`config.mk`:
```
export PLATFORM = sky130hd
export DESIGN_NAME = bflash_rd_seq
export DESIGN_NICKNAME = d
export VERILOG_FILES = /design/src/rtl/bfrs_pkg.sv /design/src/rtl/bfrs_phase_len.sv /design/src/rtl/bfrs_recov.sv /design/src/rtl/bfrs_xfer.sv /design/src/rtl/bflash_rd_seq.sv
export SDC_FILE = /design/constraint.sdc
export NUM_CORES = 1
export LEC_CHECK = 0
export BUFFER_PORTS_ARGS = -buffer_cell sky130_fd_sc_hd__clkbuf_2
export CAP_MARGIN = 40
export CORE_MARGIN = 5
export CORE_UTILIZATION = 53
export DETAILED_ROUTE_END_ITERATION = 16
export PLACE_DENSITY = 0.74
export SKIP_CTS_REPAIR_TIMING = 1
export SYNTH_ARGS = -nofsm -noshare
export SYNTH_HDL_FRONTEND = slang
export SYNTH_HIERARCHICAL = 1
export SYNTH_SLANG_ARGS = --single-unit
```
`constraint.sdc`:
```
create_clock -name clk -period 9.65 [get_ports clk]
set_input_delay 0.4825 -clock clk [delete_from_list [all_inputs] [get_ports clk]]
set_output_delay 0.4825 -clock clk [all_outputs]
set_load 0.01 [all_outputs]
```
`src/rtl/bfrs_pkg.sv`:
```
package bfrs_pkg;

    typedef enum logic [2:0] {
        ST_IDLE,
        ST_ADDR,
        ST_AHOLD,
        ST_CDLY,
        ST_CWAIT,
        ST_BURST,
        ST_RECOV
    } seq_state_e;

    // index of each phase in the count and length vectors; also its mask bit
    localparam int PH_ADDR  = 0;
    localparam int PH_HOLD  = 1;
    localparam int PH_CDLY  = 2;
    localparam int PH_BURST = 3;
    localparam int PH_CWAIT = 4;
    localparam int PH_RECOV = 5;
    localparam int NUM_PH   = 6;

    // device page size used by the terminate-mode restart
    localparam int DEV_PAGE_LOG2 = 5;

endpackage

```
`src/rtl/bfrs_phase_len.sv`:
```
module bfrs_phase_len
    import bfrs_pkg::*;
#(
    parameter int CW = 4,
    parameter int MW = 3,
    parameter int LW = CW + MW + 1
) (
    input  logic [NUM_PH-1:0][CW-1:0] cnt_all,
    input  logic [NUM_PH-1:0]         mask,
    input  logic [MW:0]               factor,
    output logic [NUM_PH-1:0][LW-1:0] len_all
);

    for (genvar gi = 0; gi < NUM_PH; gi++) begin : g_ph
        // command wait count is scaled whatever its mask bit says
        localparam bit FORCE = (gi == PH_CWAIT);
        logic use_f;
        assign use_f       = FORCE || mask[gi];
        assign len_all[gi] = LW'(cnt_all[gi]) * (use_f ? LW'(factor) : LW'(1));
    end

endmodule

```
`src/rtl/bfrs_recov.sv`:
```
module bfrs_recov #(
    parameter int CW = 4,
    parameter int MW = 3,
    parameter int LW = CW + MW + 1
) (
    input  logic          clk,
    input  logic          rst_n,
    input  logic          load,
    input  logic          tick,
    input  logic [LW-1:0] rec_len,
    input  logic [CW-1:0] cs_cyc,
    input  logic [CW-1:0] rw_cyc,
    input  logic [MW:0]   factor,
    input  logic          same_dev,
    input  logic          next_read,
    output logic          need,
    output logic          done
);

    localparam int NT = 3;

    logic [NT-1:0][LW-1:0] tval;
    logic [NT-1:0][LW-1:0] tq;
    logic [NT-1:0]         nz;
    logic [NT-1:0]         le1;

    assign tval[0] = rec_len;
    assign tval[1] = same_dev  ? '0 : LW'(cs_cyc) * LW'(factor);
    assign tval[2] = next_read ? '0 : LW'(rw_cyc) * LW'(factor);

    for (genvar gt = 0; gt < NT; gt++) begin : g_tmr
        always_ff @(posedge clk or negedge rst_n) begin
            if (!rst_n) begin
                tq[gt] <= '0;
            end else if (load) begin
                tq[gt] <= tval[gt];
            end else if (tick && tq[gt] != '0) begin
                tq[gt] <= tq[gt] - LW'(1);
            end
        end
        assign nz[gt]  = (tval[gt] != '0);
        assign le1[gt] = (tq[gt] <= LW'(1));
    end

    assign need = |nz;
    assign done = &le1;

endmodule

```
`src/rtl/bfrs_xfer.sv`:
```
module bfrs_xfer
    import bfrs_pkg::*;
#(
    parameter int AW  = 16,
    parameter int NW  = 8,
    parameter int PGW = 3
) (
    input  logic           clk,
    input  logic           rst_n,
    input  logic           load,
    input  logic [AW-1:0]  load_addr,
    input  logic [NW-1:0]  load_words,
    input  logic           take,
    input  logic           restart,
    input  logic [PGW-1:0] page_log2,
    input  logic           continuous,
    output logic [AW-1:0]  addr,
    output logic           last_word,
    output logic           page_full
);

    localparam int PCW = (1 << PGW) + 1;

    logic [NW-1:0]  rem_q;
    logic [PCW-1:0] pc_q;
    logic [PCW-1:0] page_len;
    logic [AW-1:0]  next_page;

    assign page_len  = PCW'(1) << page_log2;
    assign next_page = {addr[AW-1:DEV_PAGE_LOG2] + 1'b1, {DEV_PAGE_LOG2{1'b0}}};
    assign last_word = (rem_q == NW'(1));
    assign page_full = !continuous && ((pc_q + PCW'(1)) == page_len);

    always_ff @(posedge clk or negedge rst_n) begin
        if (!rst_n) begin
            addr  <= '0;
            rem_q <= '0;
            pc_q  <= '0;
        end else if (load) begin
            addr  <= load_addr;
            rem_q <= load_words;
            pc_q  <= '0;
        end else if (restart) begin
            addr  <= next_page;
            pc_q  <= '0;
        end else if (take) begin
            addr  <= addr + AW'(1);
            rem_q <= rem_q - NW'(1);
            pc_q  <= page_full ? '0 : pc_q + PCW'(1);
        end
    end

endmodule

```
`src/rtl/bflash_rd_seq.sv`:
```
module bflash_rd_seq
    import bfrs_pkg::*;
#(
    parameter int AW  = 16,
    parameter int DW  = 16,
    parameter int NW  = 8,
    parameter int CW  = 4,
    parameter int MW  = 3,
    parameter int PGW = 3
) (
    input  logic           clk,
    input  logic           rst_n,
    input  logic           start,
    input  logic [AW-1:0]  start_addr,
    input  logic [NW-1:0]  start_words,
    input  logic           next_same_dev,
    input  logic           next_is_read,
    input  logic [MW-1:0]  cfg_mult,
    input  logic [5:0]     cfg_mult_mask,
    input  logic [CW-1:0]  cfg_addr_cyc,
    input  logic [CW-1:0]  cfg_hold_cyc,
    input  logic [CW-1:0]  cfg_cdly_cyc,
    input  logic [CW-1:0]  cfg_cwait_cyc,
    input  logic [CW-1:0]  cfg_burst_cyc,
    input  logic [CW-1:0]  cfg_recov_cyc,
    input  logic [CW-1:0]  cfg_cs_ta_cyc,
    input  logic [CW-1:0]  cfg_rw_ta_cyc,
    input  logic [PGW-1:0] cfg_page_log2,
    input  logic           cfg_continuous,
    input  logic           cfg_wait_term,
    input  logic [DW-1:0]  flash_data,
    input  logic           flash_wait,
    output logic [AW-1:0]  flash_addr,
    output logic           flash_mux_oe,
    output logic           flash_adv_n,
    output logic           flash_rd_n,
    output logic           flash_baa_n,
    output logic [DW-1:0]  rdata,
    output logic           rdata_valid,
    output logic           busy
);

    localparam int LW = CW + MW + 1;

    seq_state_e state, nstate;

    logic [LW-1:0]               cnt_q;
    logic [LW-1:0]               load_len;
    logic [MW:0]                 factor;
    logic [NUM_PH-1:0][CW-1:0]   cnt_all;
    logic [NUM_PH-1:0][LW-1:0]   len_all;
    logic                        go, phase_end, enter;
    logic                        take, restart, rec_load;
    logic                        rec_need, rec_done;
    logic                        last_word, page_full;
    logic                        same_q, nrd_q;

    assign factor = (MW+1)'(cfg_mult) + (MW+1)'(1);

    assign cnt_all[PH_ADDR]  = cfg_addr_cyc;
    assign cnt_all[PH_HOLD]  = cfg_hold_cyc;
    assign cnt_all[PH_CDLY]  = cfg_cdly_cyc;
    assign cnt_all[PH_BURST] = cfg_burst_cyc;
    assign cnt_all[PH_CWAIT] = cfg_cwait_cyc;
    assign cnt_all[PH_RECOV] = cfg_recov_cyc;

    bfrs_phase_len #(.CW(CW), .MW(MW), .LW(LW)) u_len (
        .cnt_all (cnt_all),
        .mask    (cfg_mult_mask),
        .factor  (factor),
        .len_all (len_all)
    );

    bfrs_xfer #(.AW(AW), .NW(NW), .PGW(PGW)) u_xfer (
        .clk        (clk),
        .rst_n      (rst_n),
        .load       (state == ST_IDLE && go),
        .load_addr  (start_addr),
        .load_words (start_words),
        .take       (take),
        .restart    (restart),
        .page_log2  (cfg_page_log2),
        .continuous (cfg_continuous),
        .addr       (flash_addr),
        .last_word  (last_word),
        .page_full  (page_full)
    );

    bfrs_recov #(.CW(CW), .MW(MW), .LW(LW)) u_recov (
        .clk       (clk),
        .rst_n     (rst_n),
        .load      (rec_load),
        .tick      (state == ST_RECOV),
        .rec_len   (len_all[PH_RECOV]),
        .cs_cyc    (cfg_cs_ta_cyc),
        .rw_cyc    (cfg_rw_ta_cyc),
        .factor    (factor),
        .same_dev  (same_q),
        .next_read (nrd_q),
        .need      (rec_need),
        .done      (rec_done)
    );

    assign go        = start && (start_words != '0);
    assign phase_end = (cnt_q == '0);

    // next state and the per-edge strobes
    always_comb begin
        nstate   = state;
        enter    = 1'b0;
        take     = 1'b0;
        restart  = 1'b0;
        rec_load = 1'b0;
        unique case (state)
            ST_IDLE: begin
                if (go) begin
                    nstate = ST_ADDR;
                    enter  = 1'b1;
                end
            end
            ST_ADDR: begin
                if (phase_end) begin
                    enter = 1'b1;
                    if (len_all[PH_HOLD] != '0)      nstate = ST_AHOLD;
                    else if (len_all[PH_CDLY] != '0) nstate = ST_CDLY;
                    else                             nstate = ST_CWAIT;
                end
            end
            ST_AHOLD: begin
                if (phase_end) begin
                    enter  = 1'b1;
                    nstate = (len_all[PH_CDLY] != '0) ? ST_CDLY : ST_CWAIT;
                end
            end
            ST_CDLY: begin
                if (phase_end) begin
                    enter  = 1'b1;
                    nstate = ST_CWAIT;
                end
            end
            ST_CWAIT: begin
                if (phase_end) begin
                    enter  = 1'b1;
                    nstate = ST_BURST;
                end
            end
            ST_BURST: begin
                if (phase_end) begin
                    enter = 1'b1;
                    if (flash_wait) begin
                        if (cfg_wait_term) begin
                            restart = 1'b1;
                            nstate  = ST_ADDR;
                        end else begin
                            nstate  = ST_BURST;
                        end
                    end else begin
                        take = 1'b1;
                        if (last_word) begin
                            if (rec_need) begin
                                rec_load = 1'b1;
                                nstate   = ST_RECOV;
                            end else begin
                                nstate   = ST_IDLE;
                            end
                        end else if (page_full) begin
                            nstate = ST_ADDR;
                        end else begin
                            nstate = ST_BURST;
                        end
                    end
                end
            end
            ST_RECOV: begin
                if (rec_done) nstate = ST_IDLE;
            end
            default: nstate = ST_IDLE;
        endcase
    end

    // length of the phase being entered
    always_comb begin
        unique case (nstate)
            ST_ADDR:  load_len = (len_all[PH_ADDR]  == '0) ? LW'(1) : len_all[PH_ADDR];
            ST_AHOLD: load_len = len_all[PH_HOLD];
            ST_CDLY:  load_len = len_all[PH_CDLY];
            ST_CWAIT: load_len = (len_all[PH_CWAIT] == '0) ? LW'(1) : len_all[PH_CWAIT];
            ST_BURST: load_len = (len_all[PH_BURST] == '0) ? LW'(1) : len_all[PH_BURST];
            default:  load_len = LW'(1);
        endcase
    end

    // state register
    always_ff @(posedge clk or negedge rst_n) begin
        if (!rst_n) state <= ST_IDLE;
        else        state <= nstate;
    end

    // phase counter, access hints and read data
    always_ff @(posedge clk or negedge rst_n) begin
        if (!rst_n) begin
            cnt_q       <= '0;
            same_q      <= 1'b0;
            nrd_q       <= 1'b0;
            rdata       <= '0;
            rdata_valid <= 1'b0;
        end else begin
            if (enter)               cnt_q <= load_len - LW'(1);
            else if (cnt_q != '0)    cnt_q <= cnt_q - LW'(1);
            if (state == ST_IDLE && go) begin
                same_q <= next_same_dev;
                nrd_q  <= next_is_read;
            end
            if (take) rdata <= flash_data;
            rdata_valid <= take;
        end
    end

    // outputs decoded from the state
    always_comb begin
        flash_mux_oe = 1'b0;
        flash_adv_n  = 1'b1;
        flash_rd_n   = 1'b1;
        flash_baa_n  = 1'b1;
        busy         = 1'b1;
        unique case (state)
            ST_IDLE:  busy = 1'b0;
            ST_ADDR: begin
                flash_adv_n  = 1'b0;
                flash_mux_oe = 1'b1;
            end
            ST_AHOLD: flash_mux_oe = 1'b1;
            ST_CDLY:  ;
            ST_CWAIT: flash_rd_n = 1'b0;
            ST_BURST: begin
                flash_rd_n  = 1'b0;
                flash_baa_n = 1'b0;
            end
            ST_RECOV: ;
            default:  busy = 1'b0;
        endcase
    end

endmodule

```
==> Yosys cells after proc, flatten, opt, wreduce, memory -nomap -nowiden <==
Cells that the tools add are included.
{ "word_totals": {"regBits": 87, "input_bits": 92, "output_inout_bits": 38, "wordCells": 147} }
{ "op_classes": {"add_sub_neg": 10, "n_mul": 8, "order_cmp": 3, "n_eq_ne": 14, "shifts": 1, "n_mux": 64, "reduce_logical": 35} }
{ "ops": {"columns": ["cell", "count"], "rows": [
  ["2-to-1 mux 8 bit", 16],
  ["nonzero test 8 bit", 10],
  ["2-to-1 mux 16 bit", 3],
  ["subtractor 8 x 1 -> 8 bit, second input constant", 6],
  ["2-to-1 mux 3 bit", 14],
  ["multiplier 4 x 4 -> 8 bit", 5],
  ["one-hot mux 8 bit (5 select lines)", 1],
  ["2-to-1 mux 9 bit", 4],
  ["logical NOT 8 bit", 4],
  ["less-or-equal comparator 8 x 1 -> 1 bit, second input constant", 3],
  ["multiplier 4 x 8 -> 8 bit", 3],
  ["one-hot mux 3 bit (7 select lines)", 1],
  ["2-to-1 mux 4 bit", 5],
  ["2-to-1 mux 1 bit", 19],
  ["adder 16 x 1 -> 16 bit, second input constant", 1],
  ["equality test 3 bit, second input constant", 5],
  ["equality test 3 x 2 -> 1 bit, second input constant", 4],
  ["adder 11 x 1 -> 11 bit, second input constant", 1],
  ["nonzero test 2 bit", 5],
  ["adder 9 x 1 -> 9 bit, second input constant", 1],
  ["equality test 9 bit", 1],
  ["<< shifter 1 x 3 -> 9 bit, first input constant", 1],
  ["equality test 8 x 1 -> 1 bit, second input constant", 1],
  ["equality test 3 x 1 -> 1 bit, second input constant", 2],
  ["13 further kinds", 19]
]} }

==> Logic depth before layout (Yosys ltp) <==
Gate-level depths: netlist (run 1).
{ "depth": {"ltp_word": 14, "ltp_mapped": 31, "mapped_depth_nobuf": 30} }

==> Hierarchy <==
The synthesis (run 1) kept the hierarchy.
{ "modules_own_cells": {"columns": ["mod", "n_inst", "cells_per_inst", "area_each_um2", "seq_area_each_um2"], "rows": [
  ["bfrs_phase_len", 1, 308, 2688.8, 0.0],
  ["bfrs_recov", 1, 288, 2448.6, 600.6],
  ["bfrs_xfer", 1, 278, 2301.0, 825.8],
  ["bflash_rd_seq", 1, 229, 2119.5, 750.7]
]} }

==> Least setup slack after synthesis (run 1) <==
No wires, ideal clock.
{ "synth_path": {"path_kind": "input port to flip-flop", "startpoint": "input port cfg_mult[0]", "endpoint": "register cnt_q[4]", "setup_time_ns": 0.126, "arrival_time_ns": 6.651, "required_time_ns": 9.524, "setup_slack_ns": 2.873, "cell_stages": 28, "n_path_buf": 1, "cell_sequence": "ha_1 -> xor2_1 -> clkbuf_1 -> nand3_1 -> fa_1 -> inv_1 -> fa_1 -> ha_1 -> a21o_1 -> a21oi_1 -> xnor2_1 -> or4_1 -> nor4_1 -> nand2_1 -> or4b_1 -> nor2b_1 -> o31a_1 -> o22ai_1 -> a311oi_4 -> inv_4 -> or3_4 -> and2_1 -> a22oi_1 -> ha_1 -> nand2_1 -> nor3_1 -> xnor2_1 -> nor2_1"} }
{ "synth_rtl": {"columns": ["element", "line", "text"], "rows": [
  ["from (decl)", "bflash_rd_seq.sv:18", "input logic [MW-1:0] cfg_mult,"],
  ["to (signal assigned)", "bflash_rd_seq.sv:208", "if (enter) cnt_q <= load_len - LW'(1);"],
  ["to (signal assigned)", "bflash_rd_seq.sv:209", "else if (cnt_q != '0) cnt_q <= cnt_q - LW'(1);"],
  ["to (decl)", "bflash_rd_seq.sv:47", "logic [LW-1:0] cnt_q;"]
]} }

==> results of run 1 <==
-- how the worst max path moves through the flow --
stage	start	slack, ns	endpoint
2_1_floorplan	cfg_mult[0]	2.87	cnt_q[4]
3_3_place_gp	cfg_mult[0]	2.03	cnt_q[4]
3_5_place_dp	cfg_mult[0]	1.92	cnt_q[4]
4_1_cts	cfg_mult[0]	2.25	cnt_q[4]
5_1_grt	cfg_mult[0]	1.59	cnt_q[4]
6_report	cfg_mult[0]	2.15	cnt_q[4]
-- metrics by stage --
step,power (W),utilization
2_1_floorplan,0.000584,-
3_3_place_gp,0.000666,0.581
3_5_place_dp,0.000673,0.582
4_1_cts,0.00103,0.599
5_1_grt,0.00108,0.599
6_report,0.00102,0.599
-- logic make-up after synthesis --
family,after synthesis
AND/OR/NAND/NOR,428
adder cells (fa/ha/maj),141
AO/OA/AOI/OAI,230
flip-flops,87
buffers and inverters,109
XOR/XNOR,77
multiplexers,31
-- registers in the layout (all words and copies together) (netlist names) --
register      flops
cnt_q             8
state             3
nrd_q             1
u_recov/tq       24
rdata_valid       1
same_q            1
u_xfer/addr      16
u_xfer/rem_q      8
rdata            16
u_xfer/pc_q       9
-- power breakdown --
| group | total (W) | switching [W] | internal (W) |
|---|---|---|---|
| combinational | 0.000286 | 0.000163 | 0.000123 |
| sequential | 0.000381 | 0.00000892 | 0.000373 |
| clock | 0.000348 | 0.000146 | 0.000202 |
-- layout make-up --
cell class	instances	area, um^2
flip-flops and latches	87	2180
repair buffers	138	722
clock buffers	10	229
inverters	63	239
multi-input cells	907	6960
fillers	1651	7160
well taps	229	287
clock inverters	6	70.1
-- per-layer routing --
metal,GRT usage,vias to the layer above
met2,0.344,201
met4,0.0511,0
met1,0.305,3874
met5,0,-
li1,-,4165
met3,0.0245,15
-- layout by cell type (no fill, tap or decap), types with 32 or more instances in the layout --
| master | synthesis | routed |
|---|---|---|
| and3_1 | 54 | 54 |
| nand3_1 | 42 | 42 |
| xnor2_1 | 53 | 53 |
| ha_1 | 109 | 109 |
| a21oi_1 | 53 | 53 |
| clkbuf_2 | 0 | 127 |
| o21ai_0 | 63 | 63 |
| inv_1 | 62 | 62 |
| fa_1 | 32 | 32 |
| nand2_1 | 101 | 101 |
| dfrtp_1 | 87 | 87 |
| nor2_1 | 47 | 47 |
| and2_1 | 60 | 60 |
==> results.json, run 1 <==
{
  "yosysTopAreaCellShare": 0.228,
  "grt_pass1_vias": 7711,
  "cts-root-buf": "clkbuf_16",
  "cts_max_level": 3,
  "dr.max_layer_used": "met4",
  "drc": 0,
  "drt_wl_total_um": 22100,
  "critical_path_buf_inv_count": 4,
  "finalHoldViolCount": 0,
  "wl_met1_um": 10700,
  "leakage_nw": 5.18,
  "synth-seq-cells": 87,
  "grt_max_degree": 64,
  "cp_top_family": "simple AND/OR/NAND/NOR gates",
  "yosysUniqueCellTypes": 85,
  "drive_gt1_frac": 0.182,
  "critPathMaxStageDelay_ns": 0.61,
  "setup_viol": 0,
  "area_delta_synth_final_pct": 11.7,
  "relSlewSlack": 0.482,
  "drt_iter0_markers": 600,
  "fin_area_um2": 10700,
  "yosysTopAreaCell": "dfrtp_1",
  "clkTransAtPathRegs_ns": 0.06,
  "synth.most_common_cell": "ha_1",
  "antenna_cells": 0,
  "clock_path_buffers": 2,
  "antenna_left": 0,
  "netlist_area_um2": 9560,
  "grt_pass1_wl_um": 36500,
  "layout.cells.non_filler": 1440,
  "cp_num_cells": 29,
  "ys.flop_type": "dfrtp_1",
  "pre_cts_slack_ns": 1.92,
  "syn_nets": 1336,
  "synth_top_family_by_area": "simple AND/OR/NAND/NOR gates",
  "outcome": "completed",
  "die_h_um": 144,
  "grt_setup_unrepaired": "false",
  "fin_crit_ns": 7.50,
  "dr_wl_met2_um": 9950,
  "cts_buffers": 9,
  "synthXorXnorAreaFrac": 0.0706,
  "place_area_um2": 10400,
  "synth_enable_flop_cells": 0,
  "power_density_nw_per_um2": 95.1,
  "drv_cap": 0,
  "setup_slack_ns": 2.15,
  "synth_fa_ha_area_frac": 0.210,
  "vdd_ir_drop_max_mv": 0.0590,
  "core_area_um2": 17800,
  "crit_path_max_fanout": 17,
  "regToRegEndpoint": "cnt_q[4]",
  "gp_congestion": 0.882,
  "grt_use_total": 0.212,
  "synth-simple-area-share": 0.246,
  "drv_slew": 0,
  "postSynthAreaPerCell_um2": 8.67,
  "nets": 1439,
  "cp_slowest_cell": "a311oi_4",
  "port_buffers": 128,
  "worst_hold_slack_ns": 0.0380,
  "clk_latency_ns": 0.34,
  "via_per_inst": 5.73,
  "drt_pass1_iterations": 5,
  "startpoint_type": "input pin",
  "async_flop_share": 1.00,
  "yosysSeqAreaShare": 0.228,
  "required_ns": 9.87,
  "clock.fmax_mhz": 133,
  "worst_slew_pin_slew_ns": 0.772,
  "met3_length_um": 1160,
  "ys_top_cells_by_count": "109 x ha_1, 101 x nand2_1, 87 x dfrtp_1, 63 x o21ai_0, 62 x inv_1",
  "place_hpwl_um": 17600,
  "worst_path_most_repeated_cell": "nand2_1",
  "start_util": 0.536,
  "crit_arrival_ns": 7.71,
  "dieArea_um2": 20800,
  "fp-row-count": 49,
  "r2r_start": "u_xfer/pc_q[0]",
  "ys_warn_count": 6,
  "synthMuxAreaShare": 0.0355,
  "ff2ff_setup_slack_ns": 4.52,
  "dp.cells": 1424,
  "yosys-top-cells-area": "dfrtp_1 23%, ha_1 14%, fa_1 6.7%, xnor2_1 4.9%, nand2_1 4.0%",
  "wl_per_cell_um": 15.4,
  "syn_inst": 1103,
  "antenna_found_initial": 0,
  "synth_compound_area_frac": 0.164,
  "die_x_um": 144,
  "skew_ns": 0.00915,
  "gr-total-overflow": 0,
  "critPathCaptureType": "flip-flop",
  "fin_setup_tns_ns": 0,
  "hold_class": "input pin to async pin",
  "fin_crit_sh": 0.777,
  "r2r_cells": 21,
  "num_vias": 8255,
  "critPathKind": "input pin to flip-flop",
  "io_pins": 130,
  "cts_tree": "done",
  "cts.sinks": 87
}
Power figures use the tool's default switching activity.
==> run 2, diff against run 1 <==
--- a/config.mk
+++ b/config.mk
@@ -5,12 +5,13 @@
 export SDC_FILE = /design/constraint.sdc
 export NUM_CORES = 1
 export LEC_CHECK = 0
+export ABC_AREA = 1
 export BUFFER_PORTS_ARGS = -buffer_cell sky130_fd_sc_hd__clkbuf_2
 export CAP_MARGIN = 40
 export CORE_MARGIN = 5
 export CORE_UTILIZATION = 53
 export DETAILED_ROUTE_END_ITERATION = 16
-export PLACE_DENSITY = 0.74
+export PLACE_DENSITY = 0.77
 export SKIP_CTS_REPAIR_TIMING = 1
 export SYNTH_ARGS = -nofsm -noshare
 export SYNTH_HDL_FRONTEND = slang
==> constraint.sdc (replaced) <==
create_clock -name clk -period 6.5 [get_ports clk]
set_input_delay 0.325 -clock clk [delete_from_list [all_inputs] [get_ports clk]]
set_output_delay 0.325 -clock clk [all_outputs]
set_load 0.01 [all_outputs]
==> run 2 against run 1 <==
Net effect: final cell count up 33%; global-route usage up 2.1 points; die area up 6.7%; combinational power rose to 6.5 times the previous value; clock skew about the same; power rose to 3.3 times the previous value; clock power up 63%; worst setup slack worse by 1.2 ns; sequential power up 140%; register-to-register slack worse by 1.7 ns; sequential share of layout area down 1.4 points; non-clock buffer count unchanged.
==> results.json, run 2 <==
{
  "p_int_w": 0.00175,
  "cts_buffers": 9,
  "place_hpwl_um": 20200,
  "nets": 1890,
  "core_area_um2": 18900,
  "vdd_ir_drop_max_mv": 0.200,
  "yosys-top-cells-area": "dfrtp_1 21%, nand2_1 17%, ha_1 13%, inv_1 8.5%, nand3_1 6.8%",
  "grt_setup_unrepaired": "false",
  "synth_enable_flop_cells": 0,
  "hold_class": "input pin to flip-flop",
  "power.share.clock": 0.170,
  "required_ns": 6.74,
  "antenna_found_initial": 0,
  "ff2ff_setup_slack_ns": 2.78,
  "grt_max_degree": 52,
  "dieArea_um2": 22200,
  "critPathMaxStageDelay_ns": 0.56,
  "drv_slew": 0,
  "drt_pass1_iterations": 6,
  "drive_gt1_frac": 0.141,
  "postSynthAreaPerCell_um2": 6.66,
  "fp-row-count": 50,
  "syn_inst": 1539,
  "yosysSeqAreaShare": 0.212,
  "drc": 0,
  "crit_path_max_fanout": 14,
  "grt_pass1_wl_um": 44000,
  "wl_per_cell_um": 13.1,
  "cts_max_level": 3,
  "yosysTopAreaCell": "dfrtp_1",
  "worst_path_most_repeated_cell": "nand2_1",
  "start_util": 0.543,
  "synth.most_common_cell": "nand2_1",
  "io_pins": 130,
  "ys_warn_count": 6,
  "critPathCaptureType": "flip-flop",
  "comb_power_share": 0.554,
  "syn_nets": 1772,
  "antenna_left": 0,
  "clock.fmax_mhz": 180,
  "seq_power_share": 0.276,
  "area_delta_synth_final_pct": 11.8,
  "outcome": "completed",
  "netlist_area_um2": 10300,
  "power_density_nw_per_um2": 292,
  "final_cell_mix": "462 x nand2_1, 232 x inv_1, 146 x nor2_1",
  "cts_tree": "done",
  "cts.sinks": 87,
  "regMostFlops": "u_recov/tq",
  "layout.cells.non_filler": 1922,
  "layout_commonest_cell": "nand2_1",
  "cts-root-buf": "clkbuf_16",
  "leakage_nw": 6.93,
  "clkTransAtPathRegs_ns": 0.07,
  "crit_arrival_ns": 5.80,
  "clock_path_buffers": 2,
  "port_buffers": 128,
  "ys.flop_type": "dfrtp_1",
  "final_util": 0.607,
  "yosysTopAreaCellShare": 0.212,
  "switching_power_w": 0.00160,
  "finalHoldViolCount": 0,
  "num_vias": 10100,
  "die_h_um": 149,
  "drt_iter0_markers": 568,
  "fin_setup_tns_ns": 0,
  "cp_slowest_cell": "fa_1",
  "grt_pass1_vias": 9988,
  "grt_use_total": 0.233,
  "via_per_inst": 5.24,
  "startpoint_type": "input pin",
  "yosysUniqueCellTypes": 52,
  "clk_latency_ns": 0.35,
  "relSlewSlack": 0.460,
  "die_x_um": 149,
  "drv_cap": 0,
  "synth-seq-cells": 87,
  "setup_viol": 0,
  "async_flop_share": 1.00,
  "gp_congestion": 0.892,
  "critPathKind": "input pin to flip-flop",
  "skew_ns": 0.00911,
  "netSwitchingFraction": 0.477,
  "fin_crit_sh": 0.857,
  "ys_top_cells_by_count": "462 x nand2_1, 232 x inv_1, 146 x nor2_1, 139 x nand3_1, 109 x ha_1",
  "reg.largest.list": "u_recov/tq: 24 flops, rdata: 16 flops, u_xfer/addr: 16 flops",
  "antenna_cells": 0,
  "fin_crit_ns": 5.57,
  "gr-total-overflow": 0,
  "dp.cells": 1905,
  "drt_wl_total_um": 25200,
  "worst_slew_pin_slew_ns": 0.809,
  "largest_reg_flops": 24
}
==> run 2: cell count changes after synthesis, moves of 35 or more <==
| cell | change |
|---|---|
| nand3_1 | +97 |
| nand2_1 | +361 |
| and3_1 | -53 |
| xnor2_1 | -44 |
| o21ai_0 | -35 |
| inv_1 | +170 |
| nor2_1 | +99 |
| and2_1 | -60 |
==> run 2: cell families after synthesis <==
family          synth area share
fa+ha+maj                  0.196
compound gates            0.0762
mux                     0.000976
buf+inv                    0.108
xor+xnor                  0.0299
simple gates               0.377
flops                      0.212
==> run 2: power groups by stage <==
stage	Combinational [W]	Clock (W)	Sequential, W
finish	0.00185	0.000567	0.000924
global placement	0.00179	0	0.000923
global route	0.00211	0.000600	0.000957
floorplan	0.00135	0	0.000939
detailed placement	0.00184	0	0.000929
CTS	0.00185	0.000578	0.000922
==> run 2: layout make-up <==
cell class              instances  area, um^2
repair buffers                138         733
flip-flops and latches         87        2180
clock buffers                   9         225
fillers                      1831        7430
clock inverters                 7        96.3
well taps                     260         325
multi-input cells            1172        6970
inverters                     249         937
==> run 2: worst paths after layout <==
path	start	end	depth (start not counted)
min in group asynchronous	rst_n	u_recov/tq[14]	2
max reg2reg	u_xfer/pc_q[0]	cnt_q[6]	33
min	flash_data[10]	rdata[10]	3
max in group asynchronous	rst_n	rdata[3]	3
min reg2reg	rdata[8]	rdata[8]	2
max	cfg_mult[0]	cnt_q[6]	41
==> run 2: metal layers <==
layer / part of all wire / up-vias / GRT usage
met2: 0.50 / 231 / 0.415
met4: 0.030 / 0 / 0.0778
li1: - / 5140 / -
met3: 0.034 / 59 / 0.0277
met1: 0.43 / 4643 / 0.294
met5: 0 / - / 0
==> run 2: metrics by stage <==
step	power, W	hold slack, ns	setup WS, ns	area (um^2)
5_1_grt	0.00367	0.162	0.407	11500
6_report	0.00334	0.171	0.931	11500
4_1_cts	0.00335	-0.0407	0.924	11500
3_3_place_gp	0.00272	0.328	0.764	11100
2_1_floorplan	0.00228	0.0294	1.35	10300
3_5_place_dp	0.00276	0.332	0.576	11100
==> run 2: worst max-delay path, delay by kind of cell <==
| family | cells | cell delay [ns] |
|---|---|---|
| adder cells (fa/ha/maj) | 4 | 1.79 |
| buffers and inverters | 7 | 0.80 |
| AND/OR/NAND/NOR | 29 | 2.73 |
| XOR/XNOR | 1 | 0.15 |
==> run 3, diff against run 2 <==
--- a/config.mk
+++ b/config.mk
@@ -6,12 +6,12 @@
 export NUM_CORES = 1
 export LEC_CHECK = 0
 export ABC_AREA = 1
-export BUFFER_PORTS_ARGS = -buffer_cell sky130_fd_sc_hd__clkbuf_2
 export CAP_MARGIN = 40
 export CORE_MARGIN = 5
 export CORE_UTILIZATION = 53
 export DETAILED_ROUTE_END_ITERATION = 16
-export PLACE_DENSITY = 0.77
+export DONT_BUFFER_PORTS = 1
+export PLACE_DENSITY = 0.71
 export SKIP_CTS_REPAIR_TIMING = 1
 export SYNTH_ARGS = -nofsm -noshare
 export SYNTH_HDL_FRONTEND = slang
==> run 3 against run 2 <==
Net effect: critical endpoint is now cnt_q[1]; critical path depth is 5 lower; clock skew fell by 0.0013 ns; combinational power shrank 11%; highest routed layer unchanged; final area fell by 5.4%; largest power group unchanged; final cell count is 6.6% lower; critical path type unchanged; sequential power rose by 7.4%; via count decreased by 6.9%; clock power shrank 7.8%; maximum frequency grew 3.1%; power fell by 5.4%.
==> results.json, run 3 (synthesis results as in run 2) <==
{
  "pre_cts_slack_ns": 0.719,
  "via_per_inst": 5.22,
  "grt_pass1_vias": 9262,
  "grt_pass1_wl_um": 41700,
  "fp-row-count": 50,
  "setup_viol": 0,
  "cts_max_level": 3,
  "grt_setup_unrepaired": "false",
  "dieArea_um2": 22200,
  "place_hpwl_um": 19200,
  "setup_slack_ns": 1.10,
  "final_cell_mix": "462 x nand2_1, 232 x inv_1, 146 x nor2_1",
  "antenna_found_initial": 0,
  "critPathCaptureType": "flip-flop",
  "largest_reg_flops": 24,
  "hold_class": "input pin to flip-flop",
  "drt_pass1_iterations": 7,
  "port_buffers": 0,
  "grt_max_degree": 88,
  "drc": 0,
  "clk_latency_ns": 0.34,
  "critical_path_buf_inv_count": 5,
  "drive_gt1_frac": 0.0716,
  "antenna_cells": 0,
  "fin_crit_ns": 5.40,
  "skew_ns": 0.00784,
  "clkTransAtPathRegs_ns": 0.07,
  "cp_top_family": "simple AND/OR/NAND/NOR gates",
  "vdd_ir_drop_max_mv": 0.165,
  "regMostFlops": "u_recov/tq",
  "core_area_um2": 18900,
  "die_x_um": 149,
  "crit_arrival_ns": 5.68,
  "dp.cells": 1778,
  "nets": 1764,
  "io_pins": 130,
  "gr-total-overflow": 0,
  "power_density_nw_per_um2": 292,
  "drv_slew": 0,
  "finalHoldViolCount": 0,
  "fillers": 1876,
  "num_vias": 9373,
  "relSlewSlack": 0.554,
  "cts-root-buf": "clkbuf_16",
  "critPathKind": "input pin to flip-flop",
  "cts_tree": "done",
  "cts_buffers": 9,
  "grt_use_total": 0.222,
  "ff2ff_setup_slack_ns": 2.79,
  "drt_iter0_markers": 370,
  "die_h_um": 149,
  "cp_slowest_cell": "fa_1",
  "worst_path_most_repeated_cell": "nand2_1",
  "clock.fmax_mhz": 185,
  "startpoint_type": "input pin",
  "clock_path_buffers": 2,
  "layout.cells.non_filler": 1796,
  "antenna_left": 0,
  "critPathMaxStageDelay_ns": 0.54,
  "leakage_nw": 6.39,
  "layout_commonest_cell": "nand2_1",
  "reg.largest.list": "u_recov/tq: 24 flops, rdata: 16 flops, u_xfer/addr: 16 flops",
  "gp_congestion": 0.917,
  "worst_slew_pin_slew_ns": 0.669,
  "fin_crit_sh": 0.831,
  "wl_per_cell_um": 13.3,
  "area_delta_synth_final_pct": 5.80,
  "crit_path_max_fanout": 14,
  "required_ns": 6.78,
  "fin_setup_tns_ns": 0,
  "outcome": "completed",
  "start_util": 0.543,
  "drt_wl_total_um": 24000,
  "cts.sinks": 87,
  "drv_cap": 0
}
run 3: metal layers:
layer,track usage,up-vias,routed length (um)
li1,-,4876,-
met1,0.275,4289,10600
met2,0.401,163,11900
met3,0.0328,45,766
met4,0.0645,0,624
met5,0,-,0
run 3: area by class of cell:
type                    instances  area [um^2]  share of cell area
clock inverters                 7         72.6             0.00669
clock buffers                   9          225              0.0208
inverters                     249          937              0.0864
well taps                     260          325              0.0300
repair buffers                 12          133              0.0122
flip-flops and latches         87         2180               0.201
multi-input cells            1172         6980               0.643
run 3: through the flow:
step / hold slack (ns) / utilization / total power [W] / area, um^2
6_report: 0.0874 / 0.574 / 0.00316 / 10800
5_1_grt: 0.0813 / 0.574 / 0.00347 / 10800
3_3_place_gp: 0.0316 / 0.555 / 0.00258 / 10500
2_1_floorplan: 0.0294 / - / 0.00228 / 10300
3_5_place_dp: 0.0318 / 0.556 / 0.00263 / 10500
4_1_cts: -0.342 / 0.572 / 0.00317 / 10800
run 3: worst paths after layout:
| check | start | endpoint | cells after the start |
|---|---|---|---|
| max | cfg_mult[0] | cnt_q[1] | 36 |
| min | flash_data[5] | rdata[5] | 2 |
| max reg2reg | u_xfer/pc_q[0] | cnt_q[1] | 29 |
| min reg2reg | same_q | same_q | 2 |
| max in group asynchronous | rst_n | u_xfer/addr[10] | 2 |
| min in group asynchronous | rst_n | u_recov/tq[15] | 2 |
run 3: where the power goes:
part | total (W) | switching [W] | internal (W)
sequential | 0.000992 | 0.000245 | 0.000747
clock | 0.000523 | 0.000224 | 0.000298
combinational | 0.00165 | 0.00107 | 0.000582
